**src/rtl/lag_pkg.sv**
```systemverilog
package lag_pkg;
    typedef enum logic [0:0] {
        ST_IDLE = 1'b0,
        ST_RUN  = 1'b1
    } lag_state_e;

    // Signed number of lines encoded by a 3-bit step code.
    function automatic logic signed [3:0] code_to_lines(input logic [2:0] code);
        logic signed [3:0] n;
        if (code[2] == 1'b0) n = $signed({2'b00, code[1:0]}) + 4'sd1;
        else                 n = -($signed({2'b00, code[1:0]}) + 4'sd1);
        return n;
    endfunction
endpackage

```
**src/rtl/lag_step_sel.sv**
```systemverilog
module lag_step_sel
    import lag_pkg::*;
(
    input  logic [2:0]        code_e0,
    input  logic [2:0]        code_o0,
    input  logic [2:0]        code_e1,
    input  logic [2:0]        code_o1,
    input  logic              field,
    input  logic              odd_line,
    output logic signed [3:0] lines
);
    logic [2:0] table_q [4];
    logic [2:0] picked;

    always_comb begin
        table_q[0] = code_e0;
        table_q[1] = code_o0;
        table_q[2] = code_e1;
        table_q[3] = code_o1;
        picked     = table_q[{field, odd_line}];
        lines      = code_to_lines(picked);
    end
endmodule

```
**src/rtl/lag_offset_mul.sv**
```systemverilog
module lag_offset_mul #(
    parameter int ADDR_W     = 32,
    parameter int PITCH_W    = 12,
    parameter int UNIT_SHIFT = 5
) (
    input  logic signed [3:0]   lines,
    input  logic [PITCH_W-1:0]  pitch,
    input  logic                down,
    output logic [ADDR_W-1:0]   delta
);
    localparam int PW = PITCH_W + 3 + UNIT_SHIFT;

    logic [2:0]        mag;
    logic [PW-1:0]     prod;
    logic [ADDR_W-1:0] ext;
    logic              neg;

    always_comb begin
        mag   = lines[3] ? 3'(-lines) : lines[2:0];
        prod  = (PW'(pitch) * PW'(mag)) << UNIT_SHIFT;
        ext   = ADDR_W'(prod);
        neg   = lines[3] ^ down;
        delta = neg ? (~ext + 1'b1) : ext;
    end
endmodule

```
**src/rtl/lag_reinit.sv**
```systemverilog
module lag_reinit (
    input  logic clk,
    input  logic rst_n,
    input  logic trig_en,
    input  logic trig_sel,
    input  logic wen,
    input  logic fid_eff,
    input  logic frame_start,
    output logic reload
);
    logic wen_q;
    logic fid_q;
    logic src_rise;

    always_ff @(posedge clk) begin
        if (!rst_n) begin
            wen_q <= 1'b0;
            fid_q <= 1'b0;
        end else begin
            wen_q <= wen;
            fid_q <= fid_eff;
        end
    end

    always_comb begin
        src_rise = trig_sel ? (fid_eff & ~fid_q) : (wen & ~wen_q);
        reload   = trig_en ? src_rise : frame_start;
    end
endmodule

```
**src/rtl/ilace_line_addr.sv**
```systemverilog
module ilace_line_addr
    import lag_pkg::*;
#(
    parameter int ADDR_W     = 32,
    parameter int HALF_W     = 16,
    parameter int PITCH_W    = 12,
    parameter int UNIT_SHIFT = 5
) (
    input  logic               clk,
    input  logic               rst_n,
    input  logic [HALF_W-1:0]  start_hi,
    input  logic [HALF_W-1:0]  start_lo,
    input  logic [PITCH_W-1:0] pitch,
    input  logic               dir_down,
    input  logic               fid_invert,
    input  logic [2:0]         step_e0,
    input  logic [2:0]         step_o0,
    input  logic [2:0]         step_e1,
    input  logic [2:0]         step_o1,
    input  logic [1:0]         field1_lead,
    input  logic               trig_en,
    input  logic               trig_sel,
    input  logic               wen,
    input  logic               fid_in,
    input  logic               frame_start,
    input  logic               line_start,
    output logic [ADDR_W-1:0]  line_addr,
    output logic               addr_live
);
    lag_state_e        state_q, state_d;
    logic [ADDR_W-1:0] addr_q;
    logic              fld_q;
    logic              odd_q;
    logic              fid_eff;
    logic              reload_evt;
    logic              do_step;
    logic signed [3:0] step_lines;
    logic signed [3:0] lead_lines;
    logic [ADDR_W-1:0] step_delta;
    logic [ADDR_W-1:0] lead_delta;
    logic [ADDR_W-1:0] start_addr;

    assign fid_eff    = fid_in ^ fid_invert;
    assign start_addr = ADDR_W'({start_hi, start_lo});
    assign lead_lines = $signed({2'b00, field1_lead}) + 4'sd1;

    lag_reinit u_reinit (
        .clk         (clk),
        .rst_n       (rst_n),
        .trig_en     (trig_en),
        .trig_sel    (trig_sel),
        .wen         (wen),
        .fid_eff     (fid_eff),
        .frame_start (frame_start),
        .reload      (reload_evt)
    );

    lag_step_sel u_sel (
        .code_e0  (step_e0),
        .code_o0  (step_o0),
        .code_e1  (step_e1),
        .code_o1  (step_o1),
        .field    (fld_q),
        .odd_line (odd_q),
        .lines    (step_lines)
    );

    lag_offset_mul #(
        .ADDR_W(ADDR_W), .PITCH_W(PITCH_W), .UNIT_SHIFT(UNIT_SHIFT)
    ) u_step_mul (
        .lines (step_lines),
        .pitch (pitch),
        .down  (dir_down),
        .delta (step_delta)
    );

    lag_offset_mul #(
        .ADDR_W(ADDR_W), .PITCH_W(PITCH_W), .UNIT_SHIFT(UNIT_SHIFT)
    ) u_lead_mul (
        .lines (lead_lines),
        .pitch (pitch),
        .down  (dir_down),
        .delta (lead_delta)
    );

    // State register
    always_ff @(posedge clk) begin
        if (!rst_n) state_q <= ST_IDLE;
        else        state_q <= state_d;
    end

    // Transitions: T_ARM, T_REARM, T_STEP, T_HOLD
    always_comb begin
        state_d = state_q;
        do_step = 1'b0;
        unique case (state_q)
            ST_IDLE: begin
                if (reload_evt) state_d = ST_RUN;            // T_ARM
            end
            ST_RUN: begin
                if (reload_evt) state_d = ST_RUN;            // T_REARM
                else if (line_start) do_step = 1'b1;         // T_STEP
            end
            default: state_d = ST_IDLE;
        endcase
    end

    // Output / datapath process
    always_ff @(posedge clk) begin
        if (!rst_n) begin
            addr_q <= '0;
            fld_q  <= 1'b0;
            odd_q  <= 1'b0;
        end else if (reload_evt) begin
            addr_q <= fid_eff ? (start_addr + lead_delta) : start_addr;
            fld_q  <= fid_eff;
            odd_q  <= 1'b0;
        end else if (do_step) begin
            addr_q <= addr_q + step_delta;
            odd_q  <= ~odd_q;
        end
    end

    assign line_addr = addr_q;
    assign addr_live = (state_q == ST_RUN);
endmodule

```
**config.mk**
```make
export PLATFORM = sky130hd
export DESIGN_NAME = ilace_line_addr
export DESIGN_NICKNAME = d
export VERILOG_FILES = /design/src/rtl/lag_pkg.sv /design/src/rtl/lag_step_sel.sv /design/src/rtl/lag_offset_mul.sv /design/src/rtl/lag_reinit.sv /design/src/rtl/ilace_line_addr.sv
export SDC_FILE = /design/constraint.sdc
export NUM_CORES = 1
export LEC_CHECK = 0
export ABC_CLOCK_PERIOD_IN_PS = 9900
export BUFFER_PORTS_ARGS = -buffer_cell sky130_fd_sc_hd__clkbuf_2
export CAP_MARGIN = 20
export CORE_ASPECT_RATIO = 1.75
export CORE_UTILIZATION = 35
export DETAILED_ROUTE_END_ITERATION = 7
export REMOVE_ABC_BUFFERS = 1
export SLEW_MARGIN = 20
export SYNTH_ARGS = -nofsm -noshare
export SYNTH_HDL_FRONTEND = slang
export SYNTH_SLANG_ARGS = --single-unit
```
**constraint.sdc**
```tcl
create_clock -name clk -period 9.9 [get_ports clk]
set_clock_uncertainty 0.05 [all_clocks]
set_input_delay 0.99 -clock clk [delete_from_list [all_inputs] [get_ports clk]]
set_output_delay 0.99 -clock clk [all_outputs]
set_load 0.005 [all_outputs]
```
==> reports/results.ini, run 1 <==
[placed_design]
place_inst=1332
place_ws_ns=1.71
placed_area_mm2=0.00809
dp_hpwl_mm=19.2
place.port_buffers=100
gp_congestion=0.921

[clocking]
cts-buffers-inserted=5
cts_tree=built
ctsLongestPathBuffers=2
clock_sinks=37
clk_latency_ns=0.29
htree_num_levels=2
cts_resized=0
ctsHoldBuffers=0
path_clk_slew_ns=0.06
cts_setup_buffers=0
root_buffer=clkbuf_16

[cells_and_area]
area.sequential_um2=741
layout_common_cells=nand2_1 (137), clkbuf_2 (100), ha_1 (86), a21oi_1 (73), inv_1 (72)
layout-drive-gt1-share_pct=12.6
multi_input_area_mm2=0.00622
stdcell_count=1339
fin_util_pct=40.3
diodes=0
area_delta_synth_final_pct=12.3
n_fill_cell=2178
nets=1269
final_area_mm2=0.00825
final_common_cell=nand2_1

[logic_synthesis]
yosysWarnings=0
yosysTopAreaCell=ha_1
syn_area_mm2=0.00734
avgSynthCellArea_um2=7.24
synth_area_leaders=ha_1 (15%), dfxtp_1 (10%), nand2_1 (7.0%)
synth_cells=1014
synth.top_cell.area_share_pct=14.7
synth_top_flop_cell=dfxtp_1
synth_cell_type_count=75
synthArstFlopShare_pct=0
ys_ff_latch=37
synth_seq_area_share_pct=10.1
synth-edff-count=0

[route]
num_vias=7504
first_pass_iters=6
drc_errors=7
wirelength_mm=23.0
wire_per_inst_um=17.2
drtIter0Drc=254
postRouteAntennaNets=0
viasPerCell=5.60

[job]
drv_cap=0

[pwr]
power.density_mw_per_mm2=183
p_leak_nw=3.93
vdd_drop_max_uv=89.4
power_mw=1.51

[grt]
grt_pass1_vias=7141
overflow=0
grt_antenna_before_repair=0
grt_start_max_net_pins=41
grt_pass1_wl_mm=36.1
grt_util_all_layers_pct=21.0

[die]
start_util_pct=35.9
die_x_um=111
die_h_um=194
pin_count=101
num_rows=69
die_area_mm2=0.0216
coreArea_mm2=0.0205

[timing]
worstMarginPinSlew_ns=1.04
setup_viol=0
min_period_ns=8.07
maxSlewViolCount=0
fmax_ghz=0.124
worst_slack_ns=1.83
fin_hold_ws_ns=0.412
fin_setup_tns_ns=0
relSlewSlack_pct=29.7
min_period_over_period_pct=81.5
hold_viol_final=0
rsz0062_at_grt=no

[setup_path]
endpoint_kind=register
critical_path_class=input port to register
arrival_ns=8.14
crit_fanout=13
cp-start-kind=input port
required_ns=9.97

[run_status]
violations=design-rule violations
status=complete, but fails checks

[min_path]
holdCritPathClass=register to register

-- cell type report --
class | count | area share (%)
multi-input cells | 869 | 75.4
flip-flops and latches | 37 | 8.98
repair buffers | 106 | 6.61
well taps | 248 | 3.76
inverters | 72 | 3.28
clock buffers | 5 | 1.52
clock inverters | 2 | 0.425
-- per-layer routing --
| layer | track usage (%) | vias to the layer above | part of all wire (%) |
|---|---|---|---|
| met3 | 1.69 | 44 | 2.6 |
| met1 | 21.8 | 3520 | 38 |
| met4 | 10.2 | 0 | 4.9 |
| met2 | 41.5 | 155 | 55 |
| li1 | - | 3785 | - |
| met5 | 0 | - | 0 |
-- cells by family (layout without fill, tap and decap cells) --
| group | count (synthesis) | in the layout | share of synthesized area [%] |
|---|---|---|---|
| muxes | 9 | 9 | 1.60 |
| AOI/OAI and AO/OA | 312 | 312 | 28.5 |
| and+or+nand+nor | 359 | 359 | 23.3 |
| DFF | 37 | 37 | 10.1 |
| adders and majority gates | 110 | 110 | 21.2 |
| buffers and inverters | 108 | 185 | 5.54 |
| xor gates and xnor gates | 79 | 79 | 9.73 |
-- registers in the layout, summed over array words and instances, names as in the netlist --
| register | count |
|---|---|
| odd_q | 1 |
| u_reinit.fid_q | 1 |
| fld_q | 1 |
| line_addr | 32 |
| u_reinit.wen_q | 1 |
| addr_live | 1 |
-- worst max-delay path, stage by stage --
cell       delay [ns]
clkbuf_2         0.17
ha_1             0.54
nand2_1          0.13
fa_1             0.57
inv_1            0.06
ha_1             0.30
a211o_1          0.37
a2111o_1         0.41
a21oi_1          0.29
xor2_1           0.21
o2111ai_1        0.23
o31ai_1          0.59
o21ai_0          0.33
ha_1             0.45
a21o_1           0.20
a21oi_1          0.12
o21ai_0          0.13
a2111oi_0        0.83
o31ai_1          0.22
a2111oi_0        0.67
xor2_1           0.21
a32oi_1          0.11
-- cell usage after synthesis, drive strengths merged, types with 9 or more instances --
master / n
nor2b: 11
and2: 22
a21boi: 11
nand2: 137
a21oi: 74
xnor2: 52
nand3: 24
nand2b: 15
o21ai: 70
o21a: 18
nor2: 70
dfxtp: 37
nor3: 16
inv: 72
a31oi: 10
clkbuf: 32
o31ai: 9
and3: 25
ha: 86
o211ai: 18
xor2: 26
a21o: 25
fa: 24
-- final timing paths --
kind / startpoint / endpoint / slack [ns] / depth (start not counted)
worst max-delay path: field1_lead[0] / line_addr[30]$_SDFFE_PN0P_ / 1.83 / 22
worst min-delay path: line_addr[0]$_SDFFE_PN0P_ / line_addr[0]$_SDFFE_PN0P_ / 0.41 / 2
worst max register to register: odd_q$_SDFFE_PP0P_ / line_addr[31]$_SDFFE_PN0P_ / 2.29 / 26
worst min register to register: line_addr[0]$_SDFFE_PN0P_ / line_addr[0]$_SDFFE_PN0P_ / 0.41 / 2
-- report_power, final --
group | internal, mW | switching (mW) | leakage, nW
sequential | 0.172 | 0.0277 | 0.307
clock | 0.117 | 0.0662 | 0.0797
combinational | 0.462 | 0.665 | 3.54
No activity file was read; power rests on OpenSTA's default activity.
==> run 2: changes to the inputs <==
--- a/config.mk
+++ b/config.mk
@@ -5,7 +5,7 @@
 export SDC_FILE = /design/constraint.sdc
 export NUM_CORES = 1
 export LEC_CHECK = 0
-export ABC_CLOCK_PERIOD_IN_PS = 9900
+export ABC_CLOCK_PERIOD_IN_PS = 8400
 export BUFFER_PORTS_ARGS = -buffer_cell sky130_fd_sc_hd__clkbuf_2
 export CAP_MARGIN = 20
 export CORE_ASPECT_RATIO = 1.75
==> constraint.sdc (replaced) <==
create_clock -name clk -period 8.4 [get_ports clk]
set_clock_uncertainty 0.05 [all_clocks]
set_input_delay 0.84 -clock clk [delete_from_list [all_inputs] [get_ports clk]]
set_output_delay 0.84 -clock clk [all_outputs]
set_load 0.005 [all_outputs]
==> run 2 against run 1 <==
The run still ends with design-rule violations left. Critical path depth up 6. Highest routed layer unchanged. Non-clock buffer count rose by 4. Clock power increased by 17%. Combinational power rose by 18%. First-iteration DRC count grew 35%.
==> reports/results.ini, run 2 (synthesis results as in run 1) <==
[clocking]
path_clk_slew_ns=0.06  ; about the same
cts-buffers-inserted=5  ; unchanged
cts_setup_buffers=0  ; unchanged
ctsLongestPathBuffers=2  ; unchanged
root_buffer=clkbuf_16
cts_resized=0  ; unchanged
cts_tree=built
clk_latency_ns=0.29  ; about the same
ctsHoldBuffers=0  ; unchanged
htree_num_levels=2  ; unchanged
clock_sinks=37  ; unchanged

[grt]
grt_pass1_wl_mm=35.8  ; -0.92%
grt_util_all_layers_pct=20.7  ; -0.35 points
overflow=0  ; unchanged
grt_pass1_vias=7346  ; +2.9%
grt_use_met3_pct=1.41  ; -0.28 points
met1_usage_pct=20.8  ; -1.0 points
met2_usage_pct=40.2  ; -1.3 points
grt_start_max_net_pins=41  ; unchanged
grt_antenna_before_repair=0  ; unchanged
globalRoute.busiestLayer=met2

[placed_design]
gp_congestion=0.947  ; +2.9%
place_ws_ns=0.383  ; -1.32 ns
placed_area_mm2=0.00812  ; +0.37%
dp_hpwl_mm=19.0  ; -1.1%
place.port_buffers=100  ; unchanged

[cells_and_area]
final_area_mm2=0.00828  ; +0.36%
nets=1273  ; +0.32%
diodes=0  ; unchanged
fin_util_pct=40.5  ; +0.15 points
layout_common_cells=nand2_1 (137), clkbuf_2 (100), ha_1 (86), a21oi_1 (73), inv_1 (72)
layout-drive-gt1-share_pct=13.0  ; +0.32 points
area_delta_synth_final_pct=12.7
final_common_cell=nand2_1
n_fill_cell=2161  ; -0.78%
largest_register_ffs=32  ; unchanged

[route]
wire_per_inst_um=16.9  ; -1.5%
num_vias=7574  ; +0.93%
drc_errors=8  ; +1
viasPerCell=5.64  ; +0.63%
drtIter0Drc=344  ; +35%
postRouteAntennaNets=0  ; unchanged
first_pass_iters=7  ; +1
wirelength_mm=22.8  ; -1.2%

[setup_path]
arrival_ns=7.94  ; -0.20 ns
cp-start-kind=input port
endpoint_kind=register
critical_path_class=input port to register
required_ns=8.55  ; -1.42 ns
crit_fanout=14  ; +1

[timing]
rsz0062_at_grt=no
fin_hold_ws_ns=0.416  ; +0.00417 ns
setup_viol=0  ; unchanged
maxSlewViolCount=0  ; unchanged
worstMarginPinSlew_ns=1.07  ; +0.0239 ns
fin_setup_tns_ns=0  ; unchanged
min_period_ns=7.79
relSlewSlack_pct=28.4  ; -1.2 points
hold_viol_final=0  ; unchanged
worst_slack_ns=0.614  ; -1.22 ns
min_period_over_period_pct=92.7
fmax_ghz=0.128

[die]
die_x_um=111  ; unchanged
die_area_mm2=0.0216  ; unchanged
start_util_pct=35.9  ; unchanged
die_h_um=194  ; unchanged
num_rows=69  ; unchanged
pin_count=101  ; unchanged
coreArea_mm2=0.0205  ; unchanged

[pwr]
power.density_mw_per_mm2=215  ; +18%
combinationalPowerShare_pct=74.8  ; about the same
switching_share_pct=50.1  ; -0.19 points
pwr-share-clk_pct=12.0  ; about the same
p_int_mw=0.890  ; +19%
p_leak_nw=3.95  ; +0.49%
vdd_drop_max_uv=93.7  ; +4.9%
power_switching_mw=0.893  ; +18%
power_frac_seq_pct=13.2  ; about the same

[job]
drv_cap=0  ; unchanged

[min_path]
holdCritPathClass=register to register

[run_status]
violations=design-rule violations
status=complete, but fails checks

==> run 2: changes by cell type in the layout (fill, tap and decap cells not counted) <==
cell and delta:
buf_4 +4
==> run 2: area by class of cell <==
cell class / instances / area, um2 / share of cell area, %
multi-input cells: 869 / 6220 / 75.2
well taps: 248 / 310 / 3.75
flip-flops and latches: 37 / 741 / 8.95
inverters: 72 / 270 / 3.26
clock buffers: 5 / 125 / 1.51
clock inverters: 2 / 35.0 / 0.423
repair buffers: 110 / 576 / 6.95
==> run 2: final timing paths <==
path | slack [ns] | endpoint | start | cells past startpoint
worst max-delay path | 0.61 | line_addr[31]$_SDFFE_PN0P_ | step_o1[0] | 28
worst min-delay path | 0.42 | line_addr[1]$_SDFFE_PN0P_ | line_addr[1]$_SDFFE_PN0P_ | 2
worst max register to register | 0.66 | line_addr[31]$_SDFFE_PN0P_ | odd_q$_SDFFE_PP0P_ | 26
worst min register to register | 0.42 | line_addr[1]$_SDFFE_PN0P_ | line_addr[1]$_SDFFE_PN0P_ | 2
==> run 2: power by group through the flow <==
stage / clock network [mW] / registers [mW] / logic, mW
2_1_floorplan: 0 / 0.227 / 0.998
3_3_place_gp: 0 / 0.240 / 1.32
3_5_place_dp: 0 / 0.240 / 1.33
4_1_cts: 0.218 / 0.236 / 1.33
5_1_grt: 0.224 / 0.238 / 1.49
6_report: 0.214 / 0.235 / 1.33
==> run 2: critical path, stage by stage <==
cell and delay [ns]:
clkbuf_2 0.08, mux2i_1 0.11, mux2_2 0.32, inv_1 0.09, ha_1 0.35, and2_1 0.23
fa_1 0.54, ha_1 0.20, inv_1 0.07, fa_1 0.37, nor2b_1 0.24, o31a_1 0.19
o21a_1 0.20, a311oi_2 0.12, xnor2_1 0.16, or4b_1 0.67, nor4_1 0.82, nor2_1 0.15
ha_1 0.41, a21o_1 0.21, a21o_1 0.17, a21oi_1 0.25, o2111ai_1 0.15, a31oi_1 0.21
o21bai_1 0.10, a21oi_1 0.17, xor3_1 0.25, a221oi_2 0.25
==> run 2: per-layer routing <==
layer,routed length [um],share of wire [%]
met5,0,0
met4,1570,6.9
met3,642,2.8
met2,11900,52
met1,8610,38
==> run 2: metrics by stage <==
stage | total power, mW | cells
floorplan | 1.23 | 978
global route | 1.95 | 1343
detailed placement | 1.57 | 1336
finish | 1.78 | 1343
global placement | 1.56 | 1336
CTS | 1.79 | 1343
